**config.mk**
```make
export PLATFORM = sky130hd
export DESIGN_NAME = memerr_counter_bank
export DESIGN_NICKNAME = d
export VERILOG_FILES = /design/src/rtl/memerr_pkg.sv /design/src/rtl/memerr_sat_counter.sv /design/src/rtl/memerr_tick_gen.sv /design/src/rtl/memerr_event_decode.sv /design/src/rtl/memerr_counter_bank.sv
export SDC_FILE = /design/constraint.sdc
export NUM_CORES = 2
export LEC_CHECK = 0
export BUFFER_PORTS_ARGS = -buffer_cell sky130_fd_sc_hd__buf_2
export CORE_UTILIZATION = 40
export CTS_BUF_LIST = sky130_fd_sc_hd__clkbuf_2
export DETAILED_ROUTE_END_ITERATION = 10
export MAX_ROUTING_LAYER = met4
export SLEW_MARGIN = 20
export SYNTH_ARGS = -nofsm -noshare
export SYNTH_HDL_FRONTEND = slang
export SYNTH_HIERARCHICAL = 1
export SYNTH_SLANG_ARGS = --single-unit
```
**constraint.sdc**
```tcl
create_clock -name clk -period 4.15 [get_ports clk]
set_input_delay 0.83 -clock clk [delete_from_list [all_inputs] [get_ports clk]]
set_output_delay 0.83 -clock clk [all_outputs]
set_load 0.1 [all_outputs]
```
**src/rtl/memerr_pkg.sv**
```systemverilog
`timescale 1ns/1ps
package memerr_pkg;
  // position of a module inside the fine-grained block of one class
  function automatic int fine_index(input int chan, input int slot, input int nslot);
    return chan * nslot + slot;
  endfunction

  // a location is usable only when both coordinates fall inside the array
  function automatic bit loc_in_range(input int chan, input int slot,
                                      input int nch, input int nslot);
    return (chan < nch) && (slot < nslot);
  endfunction
endpackage

```
**src/rtl/memerr_sat_counter.sv**
```systemverilog
`timescale 1ns/1ps
module memerr_sat_counter #(
  parameter int W = 32
) (
  input  logic         clk,
  input  logic         rst_n,
  input  logic         clr,
  input  logic         inc,
  output logic [W-1:0] q
);
  function automatic logic [W-1:0] sat_next(input logic [W-1:0] cur, input logic step);
    if (step && !(&cur)) return cur + 1'b1;
    return cur;
  endfunction

  always_ff @(posedge clk or negedge rst_n) begin
    if (!rst_n)   q <= '0;
    else if (clr) q <= '0;
    else          q <= sat_next(q, inc);
  end
endmodule

```
**src/rtl/memerr_tick_gen.sv**
```systemverilog
`timescale 1ns/1ps
module memerr_tick_gen #(
  parameter int TICK_DIV = 1000
) (
  input  logic clk,
  input  logic rst_n,
  input  logic clr,
  output logic tick
);
  localparam int DW = (TICK_DIV > 2) ? $clog2(TICK_DIV) : 1;
  logic [DW-1:0] div_q;

  assign tick = (int'(div_q) == TICK_DIV - 1);

  always_ff @(posedge clk or negedge rst_n) begin
    if (!rst_n)     div_q <= '0;
    else if (clr)   div_q <= '0;
    else if (tick)  div_q <= '0;
    else            div_q <= div_q + 1'b1;
  end
endmodule

```
**src/rtl/memerr_event_decode.sv**
```systemverilog
`timescale 1ns/1ps
module memerr_event_decode #(
  parameter int NCH   = 3,
  parameter int NSLOT = 3,
  parameter int CHW   = 2,
  parameter int SLW   = 2
) (
  input  logic                   valid,
  input  logic                   known,
  input  logic [CHW-1:0]         chan,
  input  logic [SLW-1:0]         slot,
  output logic [NCH*NSLOT-1:0]   fine_hit,
  output logic [NSLOT-1:0]       coarse_hit,
  output logic                   noloc_hit,
  output logic                   total_hit
);
  localparam int NFINE = NCH * NSLOT;
  logic placed;

  assign placed    = valid && known &&
                     memerr_pkg::loc_in_range(int'(chan), int'(slot), NCH, NSLOT);
  assign noloc_hit = valid && !known;
  assign total_hit = valid;

  for (genvar i = 0; i < NFINE; i++) begin : g_fine
    assign fine_hit[i] = placed &&
      (memerr_pkg::fine_index(int'(chan), int'(slot), NSLOT) == i);
  end

  for (genvar s = 0; s < NSLOT; s++) begin : g_coarse
    assign coarse_hit[s] = placed && (int'(slot) == s);
  end
endmodule

```
**src/rtl/memerr_counter_bank.sv**
```systemverilog
`timescale 1ns/1ps
module memerr_counter_bank #(
  parameter int NCH      = 3,
  parameter int NSLOT    = 3,
  parameter int CW       = 32,
  parameter int TICK_DIV = 1000,
  parameter int CHW      = $clog2(NCH),
  parameter int SLW      = $clog2(NSLOT),
  parameter int NCNT     = 2 * NCH * NSLOT + 2 * NSLOT + 5,
  parameter int SELW     = $clog2(NCNT)
) (
  input  logic            clk,
  input  logic            rst_n,
  input  logic            ce_valid,
  input  logic            ce_loc_known,
  input  logic [CHW-1:0]  ce_chan,
  input  logic [SLW-1:0]  ce_slot,
  input  logic            ue_valid,
  input  logic            ue_loc_known,
  input  logic [CHW-1:0]  ue_chan,
  input  logic [SLW-1:0]  ue_slot,
  input  logic            panic_en,
  input  logic            log_ce_en,
  input  logic            log_ue_en,
  input  logic            clr_counters,
  input  logic [SELW-1:0] rd_sel,
  output logic [CW-1:0]   rd_data,
  output logic            panic_o,
  output logic            log_ce_o,
  output logic            log_ue_o
);
  localparam int NFINE    = NCH * NSLOT;
  localparam int FUE_BASE = NFINE;
  localparam int CCE_BASE = 2 * NFINE;
  localparam int CUE_BASE = CCE_BASE + NSLOT;
  localparam int TCE_IDX  = CUE_BASE + NSLOT;
  localparam int TUE_IDX  = TCE_IDX + 1;
  localparam int NCE_IDX  = TCE_IDX + 2;
  localparam int NUE_IDX  = TCE_IDX + 3;
  localparam int SEC_IDX  = TCE_IDX + 4;

  // named internal events
  logic [NFINE-1:0] ce_fine_hit, ue_fine_hit;
  logic [NSLOT-1:0] ce_coarse_hit, ue_coarse_hit;
  logic             ce_noloc_hit, ue_noloc_hit;
  logic             ce_total_hit, ue_total_hit;
  logic             sec_tick;
  logic             ue_module_ok;
  logic [NCNT-1:0]  cnt_inc;
  logic [CW-1:0]    cnt_q [NCNT];
  logic [NCNT*CW-1:0] cnt_flat;
  logic [CW-1:0]    rd_next;

  memerr_event_decode #(.NCH(NCH), .NSLOT(NSLOT), .CHW(CHW), .SLW(SLW)) u_ce_dec (
    .valid(ce_valid), .known(ce_loc_known), .chan(ce_chan), .slot(ce_slot),
    .fine_hit(ce_fine_hit), .coarse_hit(ce_coarse_hit),
    .noloc_hit(ce_noloc_hit), .total_hit(ce_total_hit)
  );

  memerr_event_decode #(.NCH(NCH), .NSLOT(NSLOT), .CHW(CHW), .SLW(SLW)) u_ue_dec (
    .valid(ue_valid), .known(ue_loc_known), .chan(ue_chan), .slot(ue_slot),
    .fine_hit(ue_fine_hit), .coarse_hit(ue_coarse_hit),
    .noloc_hit(ue_noloc_hit), .total_hit(ue_total_hit)
  );

  memerr_tick_gen #(.TICK_DIV(TICK_DIV)) u_tick (
    .clk(clk), .rst_n(rst_n), .clr(clr_counters), .tick(sec_tick)
  );

  // module-level uncorrected statistics are frozen while panic is armed
  assign ue_module_ok = !panic_en;

  always_comb begin
    cnt_inc = '0;
    for (int i = 0; i < NFINE; i++) begin
      cnt_inc[i]            = ce_fine_hit[i];
      cnt_inc[FUE_BASE + i] = ue_fine_hit[i] && ue_module_ok;
    end
    for (int s = 0; s < NSLOT; s++) begin
      cnt_inc[CCE_BASE + s] = ce_coarse_hit[s];
      cnt_inc[CUE_BASE + s] = ue_coarse_hit[s] && ue_module_ok;
    end
    cnt_inc[TCE_IDX] = ce_total_hit;
    cnt_inc[TUE_IDX] = ue_total_hit;
    cnt_inc[NCE_IDX] = ce_noloc_hit;
    cnt_inc[NUE_IDX] = ue_noloc_hit;
    cnt_inc[SEC_IDX] = sec_tick;
  end

  for (genvar k = 0; k < NCNT; k++) begin : g_cnt
    memerr_sat_counter #(.W(CW)) u_cnt (
      .clk(clk), .rst_n(rst_n), .clr(clr_counters),
      .inc(cnt_inc[k]), .q(cnt_q[k])
    );
    assign cnt_flat[k*CW +: CW] = cnt_q[k];
  end

  always_comb begin
    rd_next = '0;
    for (int i = 0; i < NCNT; i++)
      if (int'(rd_sel) == i) rd_next = cnt_q[i];
  end

  always_ff @(posedge clk or negedge rst_n) begin
    if (!rst_n) begin
      rd_data  <= '0;
      panic_o  <= 1'b0;
      log_ce_o <= 1'b0;
      log_ue_o <= 1'b0;
    end else begin
      rd_data  <= rd_next;
      log_ce_o <= ce_valid && log_ce_en;
      log_ue_o <= ue_valid && log_ue_en;
      if (clr_counters)              panic_o <= 1'b0;
      else if (ue_valid && panic_en) panic_o <= 1'b1;
    end
  end
endmodule

```
==> flow_metrics.tcl <==
set metrics [dict create \
    setup_viol 0 \
    hold_viol_final 0 \
    synth-seq-cells 973 \
    clock-sinks 973 \
    rows 146 \
    grt_pass1_vias 59800 \
    die_width_um 403 \
    ys_warn_count 6 \
    seqPwrFrac 0.495 \
    startpoint "rd_data[8]" \
    clock-root-buffer "clkbuf_2" \
    timing.critical_path.buf_inv 1 \
    start_util 0.405 \
    cts.clk_slew.worst_paths_ns 0.15 \
    worst_pin_slew_ns 1.45 \
    ff2ff_path_depth 8 \
    die-area_mm2 0.162 \
    synth_area_per_cell_um2 9.07 \
    dieHeight_um 403 \
    start_kind "flop" \
    cp_slowest_cell "dfrtp_1" \
    finClkSkew_ns 0.263 \
    crit_fanout 2 \
    worstSkewPairLatency_ns 2.04 \
    rsz0062_at_grt "false" \
    synth_edf_count 0 \
    dr.pass1.iters 9 \
    worstPathRequired_ns 3.32 \
    clock.fmax_mhz 247 \
    maxSlewViolCount 0 \
    antenna_found_initial 14 \
    final_cell_area_mm2 0.0717 \
    synth.net_count 7155 \
    area_delta_synth_final_pct 11.5 \
    viasPerCell 6.56 \
    synthFlopType "dfrtp_1" \
    cts_hold_buf 58 \
    numPortBuffers 57 \
    vias 64600 \
    dp_hpwl_um 206000 \
    switchingPower_uw 6420 \
    path_class "reg2out" \
    yosysTopAreaCellShare 0.379 \
    period_needed_ns 4.04 \
    multi_input_area_mm2 0.0371 \
    finalWirelength_um 274000 \
    clockPowerShare 0.390 \
    r2r_setup_slack_ns 0.66 \
    grt_pass1_wl_um 403000 \
    timing.rr.start "g_cnt[18].u_cnt/q[2]" \
    fin_util 0.451 \
    netlist_area_mm2 0.0643 \
    yosysTopAreaCell "dfrtp_1" \
    switching_share 0.332 \
    drc 0 \
    async_flop_share 1.00 \
    ios 58 \
    min_period_over_period 0.974 \
    grt_max_degree 148 \
    postPlaceCellArea_mm2 0.0686 \
    synth_cell_types 98 \
    arrival_ns 3.21 \
    status "complete, no violations" \
    crit_path_end_kind "output pin" \
    wl_per_cell_um 27.9 \
    cts_buffer_depth 4 \
    slew_headroom 0.0347 \
    p_per_area_mw_per_mm2 270 \
    ys_top_cells_by_area "dfrtp_1, a21oi_1, or4_1" \
    gr-usage-all-layers 0.339 \
    seqCellArea_mm2 0.0243 \
    crit_cells 1 \
    leakagePower_uw 0.0294 \
    irDropWorstVdd_v 0.000335 \
    combPwrFrac 0.114 \
    cts_resized 0 \
    nets 7617 \
    critical_path.max_stage_delay_ns 0.65 \
    htree_levels 5 \
    r2r-end "g_cnt[18].u_cnt/q[8]" \
    post-cts-setup-buffers 0 \
    internal-power_uw 12900 \
    core_area_mm2 0.159 \
    gp_congestion 1.11 \
    drive_gt1_frac 0.165 \
    cts_tree "done" \
    critical_path.cell_chain "buf_2" \
    cp_top_family "flip-flops" \
    yosysSeqAreaShare 0.379 \
    ant_nets 0 \
    maxCapViolCount 0 \
    netlist_instances 7090 \
    fillCellCount 15700 \
    drtIter0Drc 8184 \
    crit_end "rd_data[8]" \
    cts_buffers 303 \
    hold_path.class "in2reg" \
    grt_overflow 0 \
]
-- registers in the layout, summed over array words and instances, names as in the netlist --
name           cells
rd_data           32
panic_o            1
log_ce_o           1
g_cnt.u_cnt/q    928
u_tick/div_q      10
log_ue_o           1
-- stage by stage --
stage	setup TNS (ns)	worst slack, ns	power, uW	hold slack (ns)	instances
finish	0	0.107	19300	0.170	9837
global route	0	0.161	20100	0.114	9828
CTS	0	0.0296	19500	0.0180	9814
detailed placement	-1.85	-0.205	11900	0.491	9259
global placement	-3.41	-0.288	11800	0.480	9259
floorplan	0	0.483	10800	0.471	7090
-- area by class of cell --
class                      instances  share of cell area
clock inverter                    68             0.00448
antenna                           21            0.000733
timing repair buffer             523              0.0624
inverter                         191              0.0100
clock buffer                     429              0.0299
multi-input combinational       5560               0.517
tap                             2072              0.0361
sequential                       973               0.339
-- synthesized netlist by cell type, types with 94 or more instances --
cell / instances
or3_1: 240
or4_1: 408
o22ai_1: 113
o2111ai_1: 130
o21ai_0: 333
a21oi_1: 705
xor2_1: 176
o31ai_1: 296
buf_2: 95
nor2_1: 471
inv_1: 190
nand2_1: 656
nand3_1: 279
dfrtp_1: 973
o21ai_1: 122
and3_1: 190
nor4_1: 94
clkbuf_1: 168
-- routing by layer --
layer | GRT usage | vias to the layer above | routed length, um
met5 | - | - | 0
met4 | 0.177 | 0 | 16000
met3 | 0.0742 | 700 | 25500
met2 | 0.489 | 3158 | 119000
met1 | 0.444 | 32100 | 113000
li1 | - | 28600 | -
-- how the worst min path moves through the flow --
stage                    startpoint              endpoint  slack (ns)  cells after the start
floorplan           u_tick/div_q[0]       u_tick/div_q[0]        0.47                      1
global placement            panic_o               panic_o        0.48                      2
detailed placement          panic_o               panic_o        0.49                      2
CTS                        ce_valid  g_cnt[24].u_cnt/q[0]        0.02                      6
global route               ce_valid  g_cnt[24].u_cnt/q[0]        0.11                      6
finish                     ce_valid  g_cnt[24].u_cnt/q[2]        0.17                      6
-- kinds of logic (layout without fill, tap and decap cells) --
| group | count (synthesis) | after routing | synth area share |
|---|---|---|---|
| other | 0 | 21 | 0 |
| AO/OA/AOI/OAI | 2152 | 2152 | 0.221 |
| adder cells (fa/ha/maj) | 42 | 42 | 0.00840 |
| multiplexers | 90 | 90 | 0.0170 |
| flip-flops | 973 | 973 | 0.379 |
| AND/OR/NAND/NOR | 3039 | 3039 | 0.297 |
| XOR/XNOR | 237 | 237 | 0.0323 |
| buffers and inverters | 557 | 1211 | 0.0454 |
-- power groups by stage --
stage / combinational, uW / clock (uW) / sequential (uW)
CTS: 2140 / 7770 / 9580
global route: 2270 / 8230 / 9590
floorplan: 714 / 0 / 10100
finish: 2210 / 7550 / 9580
global placement: 2090 / 0 / 9760
detailed placement: 2090 / 0 / 9760
-- layout by cell type, fill, tap and decap left out, drive strengths merged, types with 40 or more instances in the layout --
| cell | count |
|---|---|
| nor2 | 479 |
| o2111ai | 130 |
| o21ai | 455 |
| inv | 193 |
| xor2 | 176 |
| nand3 | 280 |
| clkbuf | 429 |
| o31ai | 296 |
| nor4 | 123 |
| and4 | 146 |
| dfrtp | 973 |
| nand4 | 156 |
| buf | 467 |
| clkinv | 63 |
| nand2 | 657 |
| xnor2 | 61 |
| mux2 | 44 |
| a21oi | 708 |
| nor2b | 61 |
| o211ai | 69 |
| or4 | 437 |
| nor3 | 60 |
| and3 | 190 |
| ha | 40 |
| a22oi | 59 |
| o41ai | 88 |
| and2 | 65 |
| a221oi | 45 |
| or3 | 241 |
| or2 | 61 |
| o22ai | 113 |
| dlygate4sd3 | 56 |
| mux2i | 45 |
Note: power is estimated with default switching activity, not from simulation.
